$ cat src/rtl/cpwm_pkg.sv
package cpwm_pkg;

  // Limit a requested dead band to the supported maximum.
  function automatic int unsigned clamp_dead(int unsigned raw, int unsigned lim);
    return (raw > lim) ? lim : raw;
  endfunction

  // High-side leg: first half of the period minus the leading dead band.
  function automatic bit lead_high(int unsigned t, int unsigned dt, int unsigned half);
    return (t >= dt) && (t < half);
  endfunction

  // Inner low-side leg: second half of the period minus its dead band.
  function automatic bit trail_high(int unsigned t, int unsigned dt, int unsigned half);
    return t >= (half + dt);
  endfunction

  // Reference clock: high for the first ceil(qtr/2) ticks of each quarter.
  function automatic bit ref_high(int unsigned q, int unsigned qtr);
    return q < ((qtr + 1) / 2);
  endfunction

endpackage

$ cat src/rtl/cpwm_phase_gen.sv
module cpwm_phase_gen #(
  parameter int PERIOD_TICKS = 20,
  parameter int QTR          = 5,
  parameter int CNT_W        = 5,
  parameter int QTR_W        = 3
) (
  input  logic             clk,
  input  logic             rst_n,
  input  logic             restart,
  output logic [CNT_W-1:0] cnt_q,
  output logic [QTR_W-1:0] qtr_q,
  output logic             period_end
);

  logic qtr_end;

  assign period_end = (cnt_q == CNT_W'(PERIOD_TICKS - 1));
  assign qtr_end    = (qtr_q == QTR_W'(QTR - 1));

  always_ff @(posedge clk or negedge rst_n) begin
    if (!rst_n) begin
      cnt_q <= '0;
      qtr_q <= '0;
    end else if (restart) begin
      cnt_q <= '0;
      qtr_q <= '0;
    end else begin
      cnt_q <= period_end ? '0 : cnt_q + 1'b1;
      qtr_q <= qtr_end    ? '0 : qtr_q + 1'b1;
    end
  end

endmodule

$ cat src/rtl/cpwm_burst_ctrl.sv
module cpwm_burst_ctrl #(
  parameter int DT_MAX = 4,
  parameter int DT_W   = 3
) (
  input  logic            clk,
  input  logic            rst_n,
  input  logic            burst_en,
  input  logic [DT_W-1:0] dead_ticks,
  input  logic            period_end,
  output logic            rise,
  output logic            run_q,
  output logic [DT_W-1:0] dt_q
);
  import cpwm_pkg::*;

  logic en_q;
  logic load_dt;

  assign rise    = burst_en & ~en_q;
  assign load_dt = rise | period_end;

  always_ff @(posedge clk or negedge rst_n) begin
    if (!rst_n) begin
      en_q  <= 1'b0;
      run_q <= 1'b0;
      dt_q  <= '0;
    end else begin
      en_q <= burst_en;
      if (rise)
        run_q <= 1'b1;
      else if (period_end && !burst_en)
        run_q <= 1'b0;
      if (load_dt)
        dt_q <= DT_W'(clamp_dead(int'(dead_ticks), DT_MAX));
    end
  end

endmodule

$ cat src/rtl/cpwm_leg_shaper.sv
module cpwm_leg_shaper #(
  parameter int PERIOD_TICKS = 20,
  parameter int QTR          = 5,
  parameter int CNT_W        = 5,
  parameter int QTR_W        = 3,
  parameter int DT_W         = 3
) (
  input  logic             clk,
  input  logic             rst_n,
  input  logic             run,
  input  logic [CNT_W-1:0] cnt,
  input  logic [QTR_W-1:0] qtr,
  input  logic [DT_W-1:0]  dt,
  output logic             pwm_hi,
  output logic             pwm_lo_n,
  output logic             demod_clk
);
  import cpwm_pkg::*;

  localparam int HALF = PERIOD_TICKS / 2;

  logic lead_d;
  logic trail_d;
  logic ref_d;
  logic inner_q;

  assign lead_d  = run & lead_high(int'(cnt), int'(dt), HALF);
  assign trail_d = run & trail_high(int'(cnt), int'(dt), HALF);
  assign ref_d   = ref_high(int'(qtr), QTR);

  always_ff @(posedge clk or negedge rst_n) begin
    if (!rst_n) begin
      pwm_hi    <= 1'b0;
      inner_q   <= 1'b0;
      demod_clk <= 1'b0;
    end else begin
      pwm_hi    <= lead_d;
      inner_q   <= trail_d;
      demod_clk <= ref_d;
    end
  end

  // Final inversion of the low-side leg after dead-band insertion.
  assign pwm_lo_n = ~inner_q;

endmodule

$ cat src/rtl/cpwm_burst_driver.sv
module cpwm_burst_driver #(
  parameter int PERIOD_TICKS = 20,
  parameter int DT_MAX       = 4,
  parameter int DT_W         = 3
) (
  input  logic            clk,
  input  logic            rst_n,
  input  logic            burst_en,
  input  logic [DT_W-1:0] dead_ticks,
  output logic            pwm_hi,
  output logic            pwm_lo_n,
  output logic            demod_clk
);

  localparam int QTR   = PERIOD_TICKS / 4;
  localparam int CNT_W = $clog2(PERIOD_TICKS);
  localparam int QTR_W = (QTR > 1) ? $clog2(QTR) : 1;

  logic             rise;
  logic             run_q;
  logic             period_end;
  logic [CNT_W-1:0] cnt_q;
  logic [QTR_W-1:0] qtr_q;
  logic [DT_W-1:0]  dt_q;

  cpwm_burst_ctrl #(
    .DT_MAX (DT_MAX),
    .DT_W   (DT_W)
  ) ctrl_i (
    .clk        (clk),
    .rst_n      (rst_n),
    .burst_en   (burst_en),
    .dead_ticks (dead_ticks),
    .period_end (period_end),
    .rise       (rise),
    .run_q      (run_q),
    .dt_q       (dt_q)
  );

  cpwm_phase_gen #(
    .PERIOD_TICKS (PERIOD_TICKS),
    .QTR          (QTR),
    .CNT_W        (CNT_W),
    .QTR_W        (QTR_W)
  ) phase_i (
    .clk        (clk),
    .rst_n      (rst_n),
    .restart    (rise),
    .cnt_q      (cnt_q),
    .qtr_q      (qtr_q),
    .period_end (period_end)
  );

  cpwm_leg_shaper #(
    .PERIOD_TICKS (PERIOD_TICKS),
    .QTR          (QTR),
    .CNT_W        (CNT_W),
    .QTR_W        (QTR_W),
    .DT_W         (DT_W)
  ) shaper_i (
    .clk       (clk),
    .rst_n     (rst_n),
    .run       (run_q),
    .cnt       (cnt_q),
    .qtr       (qtr_q),
    .dt        (dt_q),
    .pwm_hi    (pwm_hi),
    .pwm_lo_n  (pwm_lo_n),
    .demod_clk (demod_clk)
  );

endmodule

$ cat config.mk
export PLATFORM = sky130hd
export DESIGN_NAME = cpwm_burst_driver
export DESIGN_NICKNAME = d
export VERILOG_FILES = /design/src/rtl/cpwm_pkg.sv /design/src/rtl/cpwm_phase_gen.sv /design/src/rtl/cpwm_burst_ctrl.sv /design/src/rtl/cpwm_leg_shaper.sv /design/src/rtl/cpwm_burst_driver.sv
export SDC_FILE = /design/constraint.sdc
export NUM_CORES = 1
export LEC_CHECK = 0
export BUFFER_PORTS_ARGS = -buffer_cell sky130_fd_sc_hd__buf_2
export CAP_MARGIN = 0
export CORE_UTILIZATION = 50
export CTS_CLUSTER_DIAMETER = 50
export DETAILED_ROUTE_END_ITERATION = 8
export HOLD_SLACK_MARGIN = 0.1
export PLACE_DENSITY = 0.74
export SYNTH_ARGS = -nofsm -noshare
export SYNTH_HDL_FRONTEND = slang
export SYNTH_SLANG_ARGS = --single-unit
$ cat constraint.sdc
create_clock -name clk -period 1.4 [get_ports clk]
set_input_delay 0.28 -clock clk [delete_from_list [all_inputs] [get_ports clk]]
set_output_delay 0.28 -clock clk [all_outputs]
set_load 0.005 [all_outputs]
==> metrics.txt <==
# TYPE chip_impl_metric gauge
chip_impl_info{name="run_status",value="complete, but fails checks"} 1
chip_impl_info{name="failing_checks",value="setup timing"} 1
chip_impl_metric{name="synth.ff_latch_count",unit=""} 16
chip_impl_metric{name="number_of_detailed_route_iterations_in_the_first_pass",unit=""} 4
chip_impl_metric{name="multiplexer_share_of_the_synthesized_area",unit=""} 0.0477
chip_impl_info{name="worst_setup_path_start_kind",value="flip-flop"} 1
chip_impl_metric{name="timing_worst_slew_pin_value",unit="ns"} 0.354
chip_impl_metric{name="synth_compound_area_frac",unit=""} 0.0835
chip_impl_metric{name="num_antenna_cells",unit=""} 0
chip_impl_metric{name="highest_net_fanout_along_the_worst_path",unit=""} 2
chip_impl_metric{name="setup_slack",unit="ns"} -0.150
chip_impl_metric{name="antenna_found_initial",unit=""} 0
chip_impl_metric{name="ctsHtreeMaxLevel",unit=""} 1
chip_impl_metric{name="io_pins",unit=""} 9
chip_impl_metric{name="worst_ep_arrival_time",unit="ns"} 1.72
chip_impl_metric{name="netlist_instances",unit=""} 75
chip_impl_metric{name="clk_transition_reported_paths",unit="ns"} 0.09
chip_impl_info{name="launching_point_of_the_worst_reg2reg_path",value="ctrl_i.dt_q[1]"} 1
chip_impl_info{name="worstHoldEndpoint",value="ctrl_i.en_q"} 1
chip_impl_metric{name="route.detailed.vias_per_inst",unit=""} 5.50
chip_impl_metric{name="drt.antenna.violating_nets",unit=""} 0
chip_impl_info{name="synth.area.top_cells",value="sky130_fd_sc_hd__dfrtp_1 48%, sky130_fd_sc_hd__ha_1 16%, sky130_fd_sc_hd__inv_1 4.5%, sky130_fd_sc_hd__mux2_4 3.6%, sky130_fd_sc_hd__a21oi_1 3.0%"} 1
chip_impl_metric{name="final_cell_area",unit="sq um"} 1190
chip_impl_metric{name="slew_violations",unit=""} 0
chip_impl_metric{name="report.final.hold_viol_count",unit=""} 0
chip_impl_info{name="largest_family_of_logic_cells_by_synthesized_area",value="adder cells"} 1
chip_impl_metric{name="yosys_top_cell_area_share",unit=""} 0.477
chip_impl_metric{name="ys_async_sr_fraction",unit=""} 1.00
chip_impl_info{name="cts_tree",value="yes"} 1
chip_impl_info{name="hp-start",value="burst_en"} 1
chip_impl_metric{name="drcViolationCount",unit=""} 0
chip_impl_metric{name="fp.dieH",unit="microns"} 43.0
chip_impl_metric{name="power_leakage",unit="uW"} 0.000556
chip_impl_metric{name="grt_overflow",unit=""} 0
chip_impl_metric{name="clock_sinks",unit=""} 16
chip_impl_metric{name="cpPeakStageDelay",unit="ns"} 0.40
chip_impl_metric{name="fin_crit_sh",unit=""} 1.11
chip_impl_metric{name="grt_pass1_vias",unit=""} 678
chip_impl_metric{name="pwr_density_cell",unit="nW/um^2"} 1710
chip_impl_metric{name="cts_inserted_buffers",unit=""} 3
chip_impl_metric{name="globalplace.congestion",unit=""} 0.746
chip_impl_metric{name="finalNonFillerCells",unit=""} 116
chip_impl_metric{name="synth_sequential_area_ratio",unit=""} 0.477
chip_impl_info{name="synth-main-ff-cell",value="sky130_fd_sc_hd__dfrtp_1"} 1
chip_impl_metric{name="detail_route.wl_per_cell",unit="microns"} 16.0
chip_impl_info{name="crit_path_max_delay_cell_type",value="sky130_fd_sc_hd__dfrtp_1"} 1
chip_impl_metric{name="route.vias.total",unit=""} 638
chip_impl_metric{name="worst_hold_stages",unit=""} 1
chip_impl_info{name="timing.critical_path.cells",value="ha_1 -> inv_2 -> ha_4 -> nor2b_4 -> a221oi_2 -> o21ai_1"} 1
chip_impl_metric{name="placedInstanceArea",unit="sq um"} 963
chip_impl_metric{name="floorplan.initialDensity",unit=""} 0.545
chip_impl_metric{name="clock_skew",unit="ns"} 0.000858
chip_impl_info{name="clockRootBuffer",value="sky130_fd_sc_hd__clkbuf_4"} 1
chip_impl_metric{name="power",unit="uW"} 2030
chip_impl_info{name="hp-class",value="in -> reg"} 1
chip_impl_metric{name="synthXorXnorAreaFrac",unit=""} 0.0313
chip_impl_info{name="grt_setup_unrepaired",value="yes"} 1
chip_impl_metric{name="post-route-min-period",unit="ns"} 1.55
chip_impl_metric{name="grt_use_total",unit=""} 0.228
chip_impl_metric{name="dieArea",unit="sq um"} 1850
chip_impl_metric{name="die_x",unit="microns"} 43.0
chip_impl_metric{name="rows",unit=""} 14
chip_impl_metric{name="drv.max_cap_violation_count",unit=""} 0
chip_impl_metric{name="placedCellCount",unit=""} 108
chip_impl_metric{name="placeableCoreArea",unit="sq um"} 1540
chip_impl_metric{name="fmax",unit="MHz"} 645
chip_impl_metric{name="insertion_delay",unit="ns"} 0.28
chip_impl_metric{name="cp.required",unit="ns"} 1.57
chip_impl_info{name="post-synth-top-area-cell",value="sky130_fd_sc_hd__dfrtp_1"} 1
chip_impl_info{name="criticalPathCategory",value="reg -> reg"} 1
chip_impl_metric{name="yosys.area_share.simple",unit=""} 0.139
chip_impl_metric{name="worst-r2r-setup-slack",unit="ns"} -0.15
chip_impl_metric{name="finalSetupViolCount",unit=""} 1
chip_impl_metric{name="drtIter0Drc",unit=""} 4
chip_impl_info{name="critPathCaptureType",value="flip-flop"} 1
chip_impl_metric{name="synth_edf_count",unit=""} 0
chip_impl_metric{name="number_of_buffers_inserted_by_port_buffering",unit=""} 8
chip_impl_info{name="reg2reg_to",value="shaper_i.inner_q"} 1
chip_impl_metric{name="worst_supply_voltage_drop_on_vdd",unit="mV"} 0.850
chip_impl_metric{name="num-nets-final",unit=""} 119
chip_impl_metric{name="grt_first_pass_wirelength",unit="microns"} 3030
chip_impl_metric{name="syn-mean-instance-area",unit="sq um"} 11.2
chip_impl_metric{name="flow.area_growth_from_synthesis",unit="%"} 41.6
chip_impl_metric{name="synth.cell_area",unit="sq um"} 840
chip_impl_metric{name="max-slew-margin-rel",unit=""} 0.764
chip_impl_metric{name="grt_start_max_net_pins",unit=""} 17
chip_impl_metric{name="post_route_cells_drive_above_1_share",unit=""} 0.470
chip_impl_metric{name="r2r_cells",unit=""} 6
chip_impl_info{name="critical-path-top-delay-family",value="adder cells"} 1
chip_impl_metric{name="max-clock-path-buffers",unit=""} 2
chip_impl_metric{name="synthDistinctLibCells",unit=""} 22
chip_impl_metric{name="yosys_warnings",unit=""} 0
chip_impl_metric{name="number_of_buffers_and_inverters_on_the_critical_path",unit=""} 1
chip_impl_metric{name="yosys.area_share.adder",unit=""} 0.164
chip_impl_metric{name="route.final.wire_length",unit="microns"} 1860
chip_impl_metric{name="synth_nets",unit=""} 92
chip_impl_metric{name="post-route-util",unit=""} 0.771
-- worst max path at each step --
stage | startpoint | cells after the start | endpoint | slack [ns]
after global placement | ctrl_i.dt_q[2] | 6 | shaper_i.inner_q | -0.1
after detailed placement | ctrl_i.dt_q[2] | 6 | shaper_i.inner_q | -0.18
final | ctrl_i.dt_q[1] | 6 | shaper_i.inner_q | -0.15
after CTS | ctrl_i.dt_q[2] | 6 | shaper_i.inner_q | -0.09
after global routing | ctrl_i.dt_q[1] | 6 | shaper_i.inner_q | -0.20
after floorplan | ctrl_i.dt_q[1] | 6 | shaper_i.inner_q | -0.09
-- Yosys cell counts (2+ instances only) --
cell	count
sky130_fd_sc_hd__dfrtp_1	16
sky130_fd_sc_hd__ha_1	11
sky130_fd_sc_hd__inv_1	10
sky130_fd_sc_hd__a21oi_1	5
sky130_fd_sc_hd__nor2_1	5
sky130_fd_sc_hd__nand3_1	4
sky130_fd_sc_hd__nor2b_1	4
sky130_fd_sc_hd__nand2b_1	3
sky130_fd_sc_hd__a211oi_1	2
sky130_fd_sc_hd__mux2_4	2
sky130_fd_sc_hd__xor2_1	2
-- sequential cells by signal (all words and copies together), names as in the netlist --
name / cells
phase_i.cnt_q: 5
ctrl_i.dt_q: 3
phase_i.qtr_q: 3
ctrl_i.en_q: 1
ctrl_i.run_q: 1
shaper_i.demod_clk: 1
shaper_i.inner_q: 1
shaper_i.pwm_hi: 1
-- cell families (layout without fill, tap and decap cells) --
| group | Yosys count | count (layout) |
|---|---|---|
| AO/OA/AOI/OAI | 11 | 11 |
| XOR/XNOR | 3 | 3 |
| adder cells (fa/ha/maj) | 11 | 11 |
| buffers and inverters | 11 | 36 |
| flip-flops | 16 | 16 |
| multiplexers | 3 | 3 |
| AND/OR/NAND/NOR | 20 | 20 |
-- per-stage QoR --
stage	TNS, ns	hold WS [ns]	setup WS (ns)
6_report	-0.150	0.126	-0.150
5_1_grt	-0.235	0.118	-0.197
4_1_cts	-0.0935	0.124	-0.0935
3_5_place_dp	-0.186	0.214	-0.183
3_3_place_gp	-0.101	0.205	-0.0986
2_1_floorplan	-0.0873	-0.0156	-0.0873
-- report_power, final --
| group | internal [uW] | total (uW) | switching (uW) | leakage [uW] |
|---|---|---|---|---|
| Combinational | 605 | 1050 | 444 | 0.000348 |
| Clock | 99.7 | 236 | 137 | 0.0000138 |
| Sequential | 606 | 744 | 137 | 0.000195 |
| Total | 1310 | 2030 | 717 | 0.000556 |
-- final cells by class --
class,instances,area [sq um]
multi-input combinational,48,542
sequential,16,403
tap,16,20.0
timing repair buffer,23,159
inverter,10,42.5
fill,96,353
clock buffer,3,22.5
-- per-layer routing --
| layer | GRT usage | part of all wire | vias to the layer above |
|---|---|---|---|
| li1 | - | - | 306 |
| met1 | 0.292 | 0.46 | 309 |
| met2 | 0.382 | 0.49 | 18 |
| met3 | 0.0383 | 0.033 | 5 |
| met4 | 0.0909 | 0.012 | 0 |
| met5 | 0 | 0 | - |
-- cells in the final DEF (no fill, tap or decap), drive strengths merged, types with 2 or more instances in the layout --
cell type	instances
buf	22
dfrtp	16
ha	11
inv	10
nor2	5
a21oi	5
nor2b	5
nand3	4
clkbuf	3
nand2b	3
xor2	2
mux2	2
a211oi	2
-- worst register-to-register path: cells and delay by family (launching register included) --
family          cells  cell delay [ns]
compound gates      2             0.33
fa+ha+maj           2             0.51
buf+inv             1             0.07
flops               1             0.40
simple gates        1             0.12
-- timing repair --
action                                 4_1_cts  5_1_grt
setup buffers                                5        2
gates resized for setup                      9       19
pin swaps                                    1        9
hold buffers                                 1        0
setup endpoints to repair                    4        6
endpoints found under the hold margin       16        0
Note: power is estimated with default switching activity, not from simulation.
